File: src/rtl/lvds_ser_pkg.sv
package lvds_ser_pkg;
  localparam int SLOTS   = 7;
  localparam int LANES   = 4;
  localparam int COLOR_W = 8;
  localparam int SLOT_W  = $clog2(SLOTS);

  typedef logic [SLOTS-1:0] word_t;

  typedef enum logic [1:0] {
    MAP_N18 = 2'd0,
    MAP_J24 = 2'd1,
    MAP_V24 = 2'd2,
    MAP_ALT = 2'd3
  } map_e;

  typedef struct packed {
    logic [COLOR_W-1:0] r;
    logic [COLOR_W-1:0] g;
    logic [COLOR_W-1:0] b;
    logic               hs;
    logic               vs;
    logic               de;
  } pix_t;

  // bit k is the value of slot k
  localparam word_t CLK_FRAME = 7'b1100011;
endpackage

File: src/rtl/lvds_slot_mapper.sv
module lvds_slot_mapper
  import lvds_ser_pkg::*;
(
  input  pix_t                  pix_i,
  input  map_e                  map_i,
  output word_t [LANES-1:0]     words_o,
  output logic  [LANES-1:0]     en_o
);
  function automatic word_t slots7(input logic s0, input logic s1, input logic s2,
                                   input logic s3, input logic s4, input logic s5,
                                   input logic s6);
    return {s6, s5, s4, s3, s2, s1, s0};
  endfunction

  logic [5:0] r6, g6, b6;
  logic       upper;

  always_comb begin
    upper = (map_i == MAP_J24);
    r6 = upper ? pix_i.r[7:2] : pix_i.r[5:0];
    g6 = upper ? pix_i.g[7:2] : pix_i.g[5:0];
    b6 = upper ? pix_i.b[7:2] : pix_i.b[5:0];

    words_o[0] = slots7(g6[0], r6[5], r6[4], r6[3], r6[2], r6[1], r6[0]);
    words_o[1] = slots7(b6[1], b6[0], g6[5], g6[4], g6[3], g6[2], g6[1]);
    words_o[2] = slots7(pix_i.de, pix_i.vs, pix_i.hs, b6[5], b6[4], b6[3], b6[2]);

    unique case (map_i)
      MAP_J24: begin
        words_o[3] = slots7(1'b0, pix_i.b[1], pix_i.b[0], pix_i.g[1], pix_i.g[0],
                            pix_i.r[1], pix_i.r[0]);
        en_o       = 4'b1111;
      end
      MAP_V24: begin
        words_o[3] = slots7(1'b0, pix_i.b[7], pix_i.b[6], pix_i.g[7], pix_i.g[6],
                            pix_i.r[7], pix_i.r[6]);
        en_o       = 4'b1111;
      end
      default: begin
        words_o[3] = '0;
        en_o       = 4'b0111;
      end
    endcase
  end
endmodule

File: src/rtl/lvds_slot_timer.sv
module lvds_slot_timer
  import lvds_ser_pkg::*;
(
  input  logic              clk,
  input  logic              rst_n,
  output logic              load_o,
  output logic [SLOT_W-1:0] slot_o
);
  localparam logic [SLOT_W-1:0] LAST = SLOT_W'(SLOTS - 1);

  logic [SLOT_W-1:0] cnt_q, cnt_d;

  always_comb begin
    if (cnt_q == LAST) cnt_d = '0;
    else               cnt_d = cnt_q + 1'b1;
  end

  always_ff @(posedge clk or negedge rst_n) begin
    if (!rst_n) cnt_q <= '0;
    else        cnt_q <= cnt_d;
  end

  assign load_o = (cnt_q == '0);
  assign slot_o = cnt_q;
endmodule

File: src/rtl/lvds_lane_shift.sv
module lvds_lane_shift
  import lvds_ser_pkg::*;
#(
  parameter logic RST_BIT = 1'b0
)(
  input  logic  clk,
  input  logic  rst_n,
  input  logic  load_i,
  input  word_t word_i,
  output logic  bit_o
);
  word_t sh_q, sh_d;
  logic  bit_q, bit_d;

  always_comb begin
    if (load_i) begin
      bit_d = word_i[0];
      sh_d  = word_i >> 1;
    end else begin
      bit_d = sh_q[0];
      sh_d  = sh_q >> 1;
    end
  end

  always_ff @(posedge clk or negedge rst_n) begin
    if (!rst_n) begin
      bit_q <= RST_BIT;
      sh_q  <= '0;
    end else begin
      bit_q <= bit_d;
      sh_q  <= sh_d;
    end
  end

  assign bit_o = bit_q;
endmodule

File: src/rtl/lvds_pixel_serializer.sv
module lvds_pixel_serializer
  import lvds_ser_pkg::*;
(
  input  logic                 clk,
  input  logic                 rst_n,
  input  logic [1:0]           map_sel,
  input  logic [COLOR_W-1:0]   red,
  input  logic [COLOR_W-1:0]   green,
  input  logic [COLOR_W-1:0]   blue,
  input  logic                 hsync,
  input  logic                 vsync,
  input  logic                 de,
  output logic                 pix_take,
  output logic [LANES-1:0]     lane_o,
  output logic                 clk_lane_o,
  output logic [LANES-1:0]     lane_en_o
);
  logic [1:0]        rst_sync_q;
  logic              core_rst_n;
  logic              load;
  logic [SLOT_W-1:0] slot;
  pix_t              pix;
  word_t [LANES-1:0] words;
  logic  [LANES-1:0] en_d, en_q;

  always_ff @(posedge clk or negedge rst_n) begin
    if (!rst_n) rst_sync_q <= '0;
    else        rst_sync_q <= {rst_sync_q[0], 1'b1};
  end
  assign core_rst_n = rst_sync_q[1];

  lvds_slot_timer u_timer (
    .clk    (clk),
    .rst_n  (core_rst_n),
    .load_o (load),
    .slot_o (slot)
  );

  assign pix = '{r: red, g: green, b: blue, hs: hsync, vs: vsync, de: de};

  lvds_slot_mapper u_map (
    .pix_i   (pix),
    .map_i   (map_e'(map_sel)),
    .words_o (words),
    .en_o    (en_d)
  );

  for (genvar l = 0; l < LANES; l++) begin : g_lane
    lvds_lane_shift #(.RST_BIT(1'b0)) u_sh (
      .clk    (clk),
      .rst_n  (core_rst_n),
      .load_i (load),
      .word_i (words[l]),
      .bit_o  (lane_o[l])
    );
  end

  lvds_lane_shift #(.RST_BIT(CLK_FRAME[0])) u_clk_sh (
    .clk    (clk),
    .rst_n  (core_rst_n),
    .load_i (load),
    .word_i (CLK_FRAME),
    .bit_o  (clk_lane_o)
  );

  always_ff @(posedge clk or negedge core_rst_n) begin
    if (!core_rst_n) en_q <= '0;
    else if (load)   en_q <= en_d;
  end

  assign lane_en_o = en_q;
  assign pix_take  = core_rst_n & load;
endmodule

File: config.mk
export PLATFORM = sky130hd
export DESIGN_NAME = lvds_pixel_serializer
export DESIGN_NICKNAME = d
export VERILOG_FILES = /design/src/rtl/lvds_ser_pkg.sv /design/src/rtl/lvds_slot_mapper.sv /design/src/rtl/lvds_slot_timer.sv /design/src/rtl/lvds_lane_shift.sv /design/src/rtl/lvds_pixel_serializer.sv
export SDC_FILE = /design/constraint.sdc
export NUM_CORES = 1
export LEC_CHECK = 0
export BUFFER_PORTS_ARGS = -buffer_cell sky130_fd_sc_hd__buf_2
export CORE_MARGIN = 3
export CORE_UTILIZATION = 35
export CTS_BUF_LIST = sky130_fd_sc_hd__clkbuf_8
export DETAILED_ROUTE_END_ITERATION = 7
export HOLD_SLACK_MARGIN = 0.05
export PLACE_DENSITY = 0.53
export SYNTH_ARGS = -nofsm -noshare
export SYNTH_HDL_FRONTEND = slang
export SYNTH_HIERARCHICAL = 1
export SYNTH_SLANG_ARGS = --single-unit
File: constraint.sdc
create_clock -name clk -period 1.8 [get_ports clk]
set_clock_uncertainty 0.1 [all_clocks]
set_input_delay 0.18 -clock clk [delete_from_list [all_inputs] [get_ports clk]]
set_output_delay 0.18 -clock clk [all_outputs]
set_load 0.005 [all_outputs]
==> results_dict.tcl, run 1 <==
set metrics [dict create \
    outcome "finished, final reports clean" \
    worst-slew-pin-transition_ns 0.517 \
    max-vdd-ir-drop_mv 0.289 \
    sum_of_negative_setup_slack_ns 0 \
    post_synth_num_cell_types 18 \
    synthesis.instances 145 \
    placement.io_buffers 40 \
    core.rowCount 28 \
    fmaxAchievable_mhz 599 \
    ys_ff_latch 44 \
    synthesis.area_per_instance_um2 15.2 \
    crit_type "register to register" \
    syn_to_final_growth_pct 21.0 \
    cap_violations 0 \
    grt_first_pass_wirelength_um 6300 \
    hpwlAfterDp_um 2590 \
    die-width_um 85.5 \
    crit_path_start_kind "register" \
    tritoncts.num_buffers 5 \
    synth_top_cells_by_area "sky130_fd_sc_hd__dfrtp_1 (49%), sky130_fd_sc_hd__mux2_4 (30%), sky130_fd_sc_hd__mux2_2 (4.1%)" \
    worstHoldPathType "input port to async pin" \
    die-height_um 85.5 \
    worst-endpoint-required_ns 1.88 \
    detailroute.via_count 1232 \
    postSynth.topFlopCell "sky130_fd_sc_hd__dfrtp_1" \
    initial_utilization_pct 36.7 \
    grt_usage_pct 11.2 \
    worstReg2RegEnd "g_lane[0].u_sh/sh_q[3]$_DFF_PN0_" \
    grt_pass1_vias 1292 \
    fraction_of_layout_instances_using_a_drive_strength_above_1_pct 58.7 \
    grt_overflow 0 \
    ys.warnings.count 6 \
    synthDominantAreaCellType "sky130_fd_sc_hd__dfrtp_1" \
    clock_sinks 44 \
    mostFrequentLayoutCell "sky130_fd_sc_hd__mux2_4" \
    cellLeakagePower_nw 1.32 \
    gp_congestion 0.733 \
    most-common-layout-cells "sky130_fd_sc_hd__mux2_4 (44), sky130_fd_sc_hd__dfrtp_1 (42), sky130_fd_sc_hd__buf_2 (40)" \
    clock_network_latency_to_the_later_pin_of_the_worst_skew_pair_ns 0.29 \
    floorplan.die_area_um2 7300 \
    yosysTopAreaCellShare_pct 48.7 \
    syn_area_um2 2210 \
    sequential_fraction_of_the_synthesis_area_pct 49.9 \
    r2r_cells 4 \
    clock_path_buffers 2 \
    timing.final.crit_period_ns 1.67 \
    worstReg2RegStart "u_timer/slot_o[0]$_DFF_PN0_" \
    grt.met1_usage_pct 13.5 \
    wl_um 3850 \
    detail_route.drc_violations 0 \
    design.final.nets 228 \
    met3_usage_pct 3.69 \
    synth-edff-count 0 \
    detailedRoute.firstIterationViolations 29 \
    cts_htree_levels 2 \
    cts_tree "built" \
    finalCritPeriodShare_pct 92.8 \
    worst-r2r-setup-slack_ns 0.13 \
    asyncSetResetFlopFracSynth_pct 100 \
    grt_setup_unrepaired "no" \
    n_antenna_cell 0 \
    vias_per_cell 4.55 \
    grt_max_degree 43 \
    io-pin-count 41 \
    layout.core_utilization_pct 44.4 \
    drt.antenna.violating_nets 0 \
    globalRoute.busiestLayer "met2" \
    final-max-slew-violation-count 0 \
    hold_violations 0 \
    clock-root-buffer "sky130_fd_sc_hd__clkbuf_8" \
    max_slew_margin_pct 65.5 \
    routedWlPerCell_um 14.2 \
    grtUsageMet2_pct 18.6 \
    cp_max_fo 20 \
    sort_of_element_at_the_end_of_the_critical_path "register" \
    antenna_found_initial 0 \
    firstDrtPassIters 4 \
    powerDensity_nw_per_um2 759 \
    core_footprint_um2 6030 \
    clkSlewWorstSetupHoldPaths_ns 0.08 \
    worst-endpoint-arrival_ns 1.75 \
    setup_viol 0 \
]
-- kinds of logic (layout without fill, tap and decap cells) --
group / Yosys count / in the layout / synth area share, %
other: 4 / 12 / 0.679
AND/OR/NAND/NOR: 15 / 15 / 3.85
buffers and inverters: 19 / 62 / 7.53
adder cells (fa/ha/maj): 2 / 2 / 1.13
AO/OA/AOI/OAI: 8 / 8 / 2.49
flip-flops: 44 / 44 / 49.9
multiplexers: 53 / 53 / 34.4
-- synthesized netlist by cell type, types with 2 or more instances --
cell / instances
sky130_fd_sc_hd__nor2_1: 6
sky130_fd_sc_hd__ha_1: 2
sky130_fd_sc_hd__mux2_2: 8
sky130_fd_sc_hd__inv_1: 4
sky130_fd_sc_hd__buf_6: 7
sky130_fd_sc_hd__mux2_4: 44
sky130_fd_sc_hd__buf_4: 7
sky130_fd_sc_hd__dfrtp_1: 43
sky130_fd_sc_hd__and2_2: 6
sky130_fd_sc_hd__nand2b_1: 2
sky130_fd_sc_hd__conb_1: 4
sky130_fd_sc_hd__a22oi_1: 6
-- through the flow --
step | hold WS (ns) | total power [W] | instances | cell area [µm²] | worst slack [ns]
after CTS | 0.0870 | 0.00205 | 269 | 2640 | 0.0100
after floorplan | -0.216 | 0.00117 | 153 | 2240 | 0.00878
after global routing | 0.101 | 0.00212 | 271 | 2670 | 0.0293
after detailed placement | -0.127 | 0.00123 | 256 | 2440 | 0.238
final | 0.0988 | 0.00203 | 271 | 2670 | 0.129
after global placement | -0.130 | 0.00123 | 256 | 2440 | 0.272
-- area by class of cell --
class,instances,area (µm²)
fillers,552,3350
flip-flops and latches,44,1100
multi-input cells,90,982
repair buffers,50,353
clock buffers,7,96.3
well taps,75,93.8
clock inverters,1,30.0
inverters,4,15.0
-- power by group --
part	total (W)	internal (W)	leakage [nW]	switching, W
registers	0.00102	0.00101	0.570	0.00000765
logic	0.000197	0.000111	0.686	0.0000861
clock network	0.000815	0.000490	0.0645	0.000325
-- repair_timing --
item,in CTS,in global routing
gates resized for setup,0,0
buffers inserted,0,1
gates cloned,1,1
hold buffers,4,0
pin swaps,0,1
endpoints found under the setup margin,1,1
endpoints found under the hold margin,5,0
-- sequential cells by signal, summed over array words and instances (netlist names) --
| name | flops |
|---|---|
| u_timer/slot_o | 3 |
| rst_sync_q | 2 |
| g_lane.u_sh/bit_o | 4 |
| u_clk_sh/bit_o | 1 |
| lane_en_o | 4 |
| g_lane.u_sh/sh_q | 24 |
| u_clk_sh/sh_q | 6 |
-- how the worst max path moves through the flow --
stage | endpoint | cells past startpoint | slack [ns] | startpoint
6_report | g_lane[0].u_sh/sh_q[3]$_DFF_PN0_ | 4 | 0.13 | u_timer/slot_o[0]$_DFF_PN0_
5_1_grt | pix_take | 4 | 0.03 | u_timer/slot_o[2]$_DFF_PN0_
4_1_cts | pix_take | 4 | 0.01 | u_timer/slot_o[1]$_DFF_PN0_
3_5_place_dp | g_lane[2].u_sh/sh_q[2]$_DFF_PN0_ | 6 | 0.24 | map_sel[1]
3_3_place_gp | g_lane[0].u_sh/sh_q[0]$_DFF_PN0_ | 6 | 0.27 | map_sel[1]
2_1_floorplan | pix_take | 1 | 0.009 | rst_sync_q[1]$_DFF_PN0_
-- critical path: stages, from the launching register on --
cell and delay (ns):
sky130_fd_sc_hd__dfrtp_1 0.42, sky130_fd_sc_hd__nor3_4 0.25, sky130_fd_sc_hd__buf_4 0.16, sky130_fd_sc_hd__bufbuf_16 0.31, sky130_fd_sc_hd__mux2_4 0.31
-- per-layer routing --
layer / wire length [µm] / vias to the layer above
met1: 1710 / 619
met3: 209 / 7
met5: 0 / -
met2: 1880 / 33
met4: 45 / 0
li1: - / 573
(Power assumes the default switching activity.)
==> run 2: changes to the inputs <==
--- a/config.mk
+++ b/config.mk
@@ -5,13 +5,13 @@
 export SDC_FILE = /design/constraint.sdc
 export NUM_CORES = 1
 export LEC_CHECK = 0
-export BUFFER_PORTS_ARGS = -buffer_cell sky130_fd_sc_hd__buf_2
-export CORE_MARGIN = 3
+export CORE_MARGIN = 2
 export CORE_UTILIZATION = 35
 export CTS_BUF_LIST = sky130_fd_sc_hd__clkbuf_8
 export DETAILED_ROUTE_END_ITERATION = 7
+export DONT_BUFFER_PORTS = 1
 export HOLD_SLACK_MARGIN = 0.05
-export PLACE_DENSITY = 0.53
+export PLACE_DENSITY = 0.47
 export SYNTH_ARGS = -nofsm -noshare
 export SYNTH_HDL_FRONTEND = slang
 export SYNTH_HIERARCHICAL = 1
==> results_dict.tcl, run 2 (synthesis results as in run 1) <==
set metrics [dict create \
    crit_type "input port to register" \
    timing.critical_path.cells "dlygate4sd3_1 -> mux2_4 -> dlygate4sd3_1 -> mux2_4" \
    clock_path_buffers 2 \
    n_antenna_cell 0 \
    cts_tree "built" \
    detail_route.drc_violations 0 \
    detailedRoute.firstIterationViolations 37 \
    routedWlPerCell_um 14.4 \
    finalCritPeriodShare_pct 95.9 \
    final-max-slew-violation-count 0 \
    sum_of_negative_setup_slack_ns 0 \
    clkPwrFrac_pct 34.2 \
    initial_utilization_pct 36.7 \
    sequentialPowerShare_pct 55.7 \
    syn_to_final_growth_pct 17.7 \
    wl_um 3610 \
    largest_reg_flops 24 \
    largest_registers "g_lane.u_sh/sh_q (24), u_clk_sh/sh_q (6)" \
    dp_slack_ns 0.299 \
    setup_viol 0 \
    fmaxAchievable_mhz 579 \
    sort_of_element_at_the_end_of_the_critical_path "register" \
    grt_overflow 0 \
    antenna_found_initial 0 \
    clock-root-buffer "sky130_fd_sc_hd__clkbuf_8" \
    power.internal_w 0.00143 \
    cell_with_the_biggest_individual_delay_on_the_critical_path "sky130_fd_sc_hd__dlygate4sd3_1" \
    grt_first_pass_wirelength_um 6210 \
    cp_slowest_stage_delay_ns 0.56 \
    drt.antenna.violating_nets 0 \
    timing.final.crit_period_ns 1.73 \
    worst-endpoint-required_ns 1.88 \
    vias_per_cell 4.48 \
    crit_path_start_kind "input port" \
    power_frac_comb_pct 10.1 \
    io-pin-count 41 \
    firstDrtPassIters 3 \
    design.final.nets 207 \
    total_switching_power_w 0.000406 \
    placement.io_buffers 0 \
    detailroute.via_count 1121 \
    clock_sinks 44 \
    power.switching_fraction_pct 22.1 \
    grt_pass1_vias 1289 \
    detailed_place.area_um2 2270 \
    worstHoldPathType "input port to register" \
    outcome "finished, final reports clean" \
    cap_violations 0 \
    powerDensity_nw_per_um2 705 \
    hold_violations 0 \
    largest_register "g_lane.u_sh/sh_q" \
    cellLeakagePower_nw 1.22 \
    die-width_um 83.5 \
    floorplan.die_area_um2 6960 \
    tritoncts.num_buffers 5 \
    cts_htree_levels 2 \
    core_footprint_um2 6030 \
    max-vdd-ir-drop_mv 0.285 \
    grt_usage_pct 11.3 \
    die-height_um 83.5 \
    clkSlewWorstSetupHoldPaths_ns 0.08 \
    postLayoutCellArea_um2 2600 \
    core.rowCount 28 \
    most-common-layout-cells "sky130_fd_sc_hd__mux2_4 (44), sky130_fd_sc_hd__dfrtp_1 (42), sky130_fd_sc_hd__dlygate4sd3_1 (24)" \
    clock_network_latency_to_the_later_pin_of_the_worst_skew_pair_ns 0.29 \
    worst-endpoint-arrival_ns 1.81 \
    fraction_of_layout_instances_using_a_drive_strength_above_1_pct 41.1 \
    hpwlAfterDp_um 2510 \
    grt_setup_unrepaired "no" \
    grt_max_degree 25 \
    gp_congestion 0.705 \
    mostFrequentLayoutCell "sky130_fd_sc_hd__mux2_4" \
    setup_ws_ns 0.0743 \
    cp_max_fo 2 \
]
[run 2: cell count changes in the layout (fill, tap and decap cells not counted), sizes merged]
cell         previous run  this run
bufbuf                  1         0
buf                    44         5
bufinv                  1         0
clkbuf                  8         6
inv                     4         6
dlygate4sd3             4        24
[run 2: critical path: cells and delay by family]
kind	cells	cell delay, ns
muxes	2	0.51
buffers and inverters	2	1.12
[run 2: repair_timing]
| action | in CTS | in global routing |
|---|---|---|
| hold endpoints to repair | 14 | 2 |
| buffers inserted | 0 | 0 |
| hold buffers | 20 | 4 |
| gates resized for setup | 0 | 0 |
[run 2: final cells by class]
| cell class | instances | area [µm²] |
|---|---|---|
| clock inverters | 2 | 7.51 |
| inverters | 4 | 15.0 |
| multi-input cells | 90 | 982 |
| fillers | 577 | 3430 |
| repair buffers | 29 | 315 |
| well taps | 75 | 93.8 |
| clock buffers | 6 | 82.6 |
| flip-flops and latches | 44 | 1100 |
[run 2: worst paths after layout]
path,cells past startpoint,to,slack [ns],startpoint
min,3,g_lane[3].u_sh/sh_q[5]$_DFF_PN0_,0.06,red[0]
max in group asynchronous,2,rst_sync_q[1]$_DFF_PN0_,0.93,rst_n
min reg2reg,1,u_clk_sh/sh_q[4]$_DFF_PN0_,0.15,rst_sync_q[1]$_DFF_PN0_
min in group asynchronous,1,u_clk_sh/sh_q[4]$_DFF_PN0_,0.15,rst_sync_q[1]$_DFF_PN0_
max reg2reg,3,lane_en_o[3]$_DFFE_PN0P_,0.30,u_timer/slot_o[0]$_DFF_PN0_
max,4,g_lane[0].u_sh/sh_q[3]$_DFF_PN0_,0.07,red[4]
[run 2: metal layers]
layer	track usage, %	vias up	share of wire (%)
met1	12.9	557	41
li1	-	528	-
met3	5.14	7	7.5
met5	0	-	0
met4	4.40	0	1.7
met2	18.4	29	49
[run 2: power by group through the flow]
stage	sequential [W]	combinational [W]	clock [W]
after floorplan	0.00105	0.000116	0
after global placement	0.00104	0.000138	0
after CTS	0.00102	0.000180	0.000656
after global routing	0.00102	0.000205	0.000696
final	0.00102	0.000184	0.000628
after detailed placement	0.00104	0.000140	0
[run 2: per-stage QoR]
| step | utilization (%) | hold slack, ns | instances | power [W] |
|---|---|---|---|---|
| 2_1_floorplan | - | -0.216 | 153 | 0.00117 |
| 3_3_place_gp | 37.7 | -0.216 | 218 | 0.00118 |
| 3_5_place_dp | 37.7 | -0.216 | 218 | 0.00118 |
| 4_1_cts | 42.5 | 0.0509 | 246 | 0.00186 |
| 5_1_grt | 43.1 | 0.0521 | 250 | 0.00192 |
| 6_report | 43.1 | 0.0589 | 250 | 0.00183 |
==> run 3: changes to the inputs <==
--- a/config.mk
+++ b/config.mk
@@ -12,6 +12,7 @@
 export DONT_BUFFER_PORTS = 1
 export HOLD_SLACK_MARGIN = 0.05
 export PLACE_DENSITY = 0.47
+export SETUP_SLACK_MARGIN = 0.3
 export SYNTH_ARGS = -nofsm -noshare
 export SYNTH_HDL_FRONTEND = slang
 export SYNTH_HIERARCHICAL = 1
==> results_dict.tcl, run 3 (synthesis results as in run 1) <==
set metrics [dict create \
    firstDrtPassIters 4 \
    clkSlewWorstSetupHoldPaths_ns 0.07 \
    cellLeakagePower_nw 1.24 \
    detailedRoute.firstIterationViolations 44 \
    setup_viol 0 \
    core.rowCount 28 \
    detailroute.via_count 1137 \
    cap_violations 0 \
    most-common-layout-cells "sky130_fd_sc_hd__mux2_4 (44), sky130_fd_sc_hd__dfrtp_1 (41), sky130_fd_sc_hd__dlygate4sd3_1 (23)" \
    largest_reg_flops 24 \
    placement.io_buffers 0 \
    die-width_um 83.5 \
    detail_route.drc_violations 0 \
    drt.antenna.violating_nets 0 \
    dp_slack_ns 0.274 \
    powerDensity_nw_per_um2 694 \
    multiInputGateArea_um2 983 \
    timing.final.crit_period_ns 1.54 \
    wl_um 3790 \
    outcome "finished, final reports clean" \
    critical_path.top_delay_family "simple AND/OR/NAND/NOR gates" \
    cp_max_fo 4 \
    sort_of_element_at_the_end_of_the_critical_path "primary output" \
    hold_violations 0 \
    crit_type "register to primary output" \
    syn_to_final_growth_pct 18.6 \
    max-vdd-ir-drop_mv 0.316 \
    sum_of_negative_setup_slack_ns 0 \
    fraction_of_layout_instances_using_a_drive_strength_above_1_pct 43.9 \
    floorplan.die_area_um2 6960 \
    largest_register "g_lane.u_sh/sh_q" \
    vias_per_cell 4.46 \
    grt_first_pass_wirelength_um 6660 \
    fillCellCount 574 \
    mostFrequentLayoutCell "sky130_fd_sc_hd__mux2_4" \
    clock_path_buffers 2 \
    timing.critical_path.cells "nor3_4 -> buf_8 -> and2_4" \
    grt_usage_pct 12.2 \
    worst-endpoint-required_ns 1.52 \
    cell_with_the_biggest_individual_delay_on_the_critical_path "sky130_fd_sc_hd__dfrtp_1" \
    grt_max_degree 27 \
    design.final.nets 212 \
    clock_sinks 44 \
    worst-endpoint-arrival_ns 1.26 \
    grt_setup_unrepaired "yes" \
    fmaxAchievable_mhz 650 \
    setup_ws_ns 0.262 \
    grt_pass1_vias 1345 \
    final-max-slew-violation-count 0 \
    crit_path_start_kind "register" \
    clock_network_latency_to_the_later_pin_of_the_worst_skew_pair_ns 0.29 \
    cts_htree_levels 2 \
    gp_congestion 0.728 \
    clock-root-buffer "sky130_fd_sc_hd__clkbuf_8" \
    finalCritPeriodShare_pct 85.5 \
    n_antenna_cell 0 \
    cp_slowest_stage_delay_ns 0.41 \
    hpwlAfterDp_um 2570 \
    cts_tree "built" \
    antenna_found_initial 0 \
    worstHoldPathType "input port to register" \
    register_area_um2 1100 \
    die-height_um 83.5 \
    grt_overflow 0 \
    largest_registers "g_lane.u_sh/sh_q (24), u_clk_sh/sh_q (6)" \
    routedWlPerCell_um 14.9 \
    initial_utilization_pct 36.7 \
    path_buf_inv 1 \
    io-pin-count 41 \
    core_footprint_um2 6030 \
    tritoncts.num_buffers 5 \
]
-- run 3: cell type report --
cell class	instances	share of cell area, %
timing repair buffer	34	12.7
tap	75	3.58
clock buffer	6	3.15
sequential	44	42.2
clock inverter	2	0.287
multi-input combinational	90	37.5
inverter	4	0.573
-- run 3: repair_timing --
item / in CTS / in global routing
pin swaps: 1 / 0
hold buffers: 19 / 4
gates resized for setup: 4 / 0
setup endpoints to repair: 3 / 29
setup buffers: 5 / 0
hold endpoints to repair: 14 / 2
-- run 3: report_power, final --
part	leakage, nW	internal (W)	total (W)	switching, W
logic	0.615	0.000107	0.000176	0.0000694
clock network	0.0538	0.000302	0.000618	0.000317
registers	0.569	0.00101	0.00102	0.0000115
total	1.24	0.00142	0.00182	0.000397
-- run 3: stage by stage --
step | total power [W] | instances | util (%) | hold slack, ns | cell area (µm²)
floorplan | 0.00117 | 153 | - | -0.216 | 2250
global placement | 0.00117 | 219 | 37.4 | -0.216 | 2250
detailed placement | 0.00118 | 219 | 37.4 | -0.216 | 2250
CTS | 0.00185 | 251 | 42.8 | 0.0504 | 2580
global route | 0.00193 | 255 | 43.5 | 0.0504 | 2620
finish | 0.00182 | 255 | 43.5 | 0.0586 | 2620
-- run 3: path summary, 6_finish.rpt --
check / startpoint / cells after the start / to / slack, ns
worst max-delay path: u_timer/slot_o[0]$_DFF_PN0_ / 3 / pix_take / 0.26
worst min-delay path: green[2] / 2 / g_lane[0].u_sh/bit_o$_DFF_PN0_ / 0.06
worst max register to register: u_timer/slot_o[0]$_DFF_PN0_ / 4 / lane_en_o[3]$_DFFE_PN0P_ / 0.27
max in group asynchronous: rst_n / 2 / rst_sync_q[1]$_DFF_PN0_ / 0.93
worst min register to register: rst_sync_q[1]$_DFF_PN0_ / 1 / u_clk_sh/sh_q[0]$_DFF_PN0_ / 0.19
min in group asynchronous: rst_sync_q[1]$_DFF_PN0_ / 1 / u_clk_sh/sh_q[0]$_DFF_PN0_ / 0.19
-- run 3: worst reg2reg max path: cells and delay by family, from the launching register on --
family                 cells  cell delay, ns
buffers and inverters      2            0.29
and+or+nand+nor            1            0.28
muxes                      1            0.33
DFF                        1            0.41
-- run 3: per-layer routing --
metal	global-route usage (%)	part of all wire, %
met1	14.4	40
met5	0	0
met2	20.3	53
met4	4.40	1.6
met3	4.85	5.7
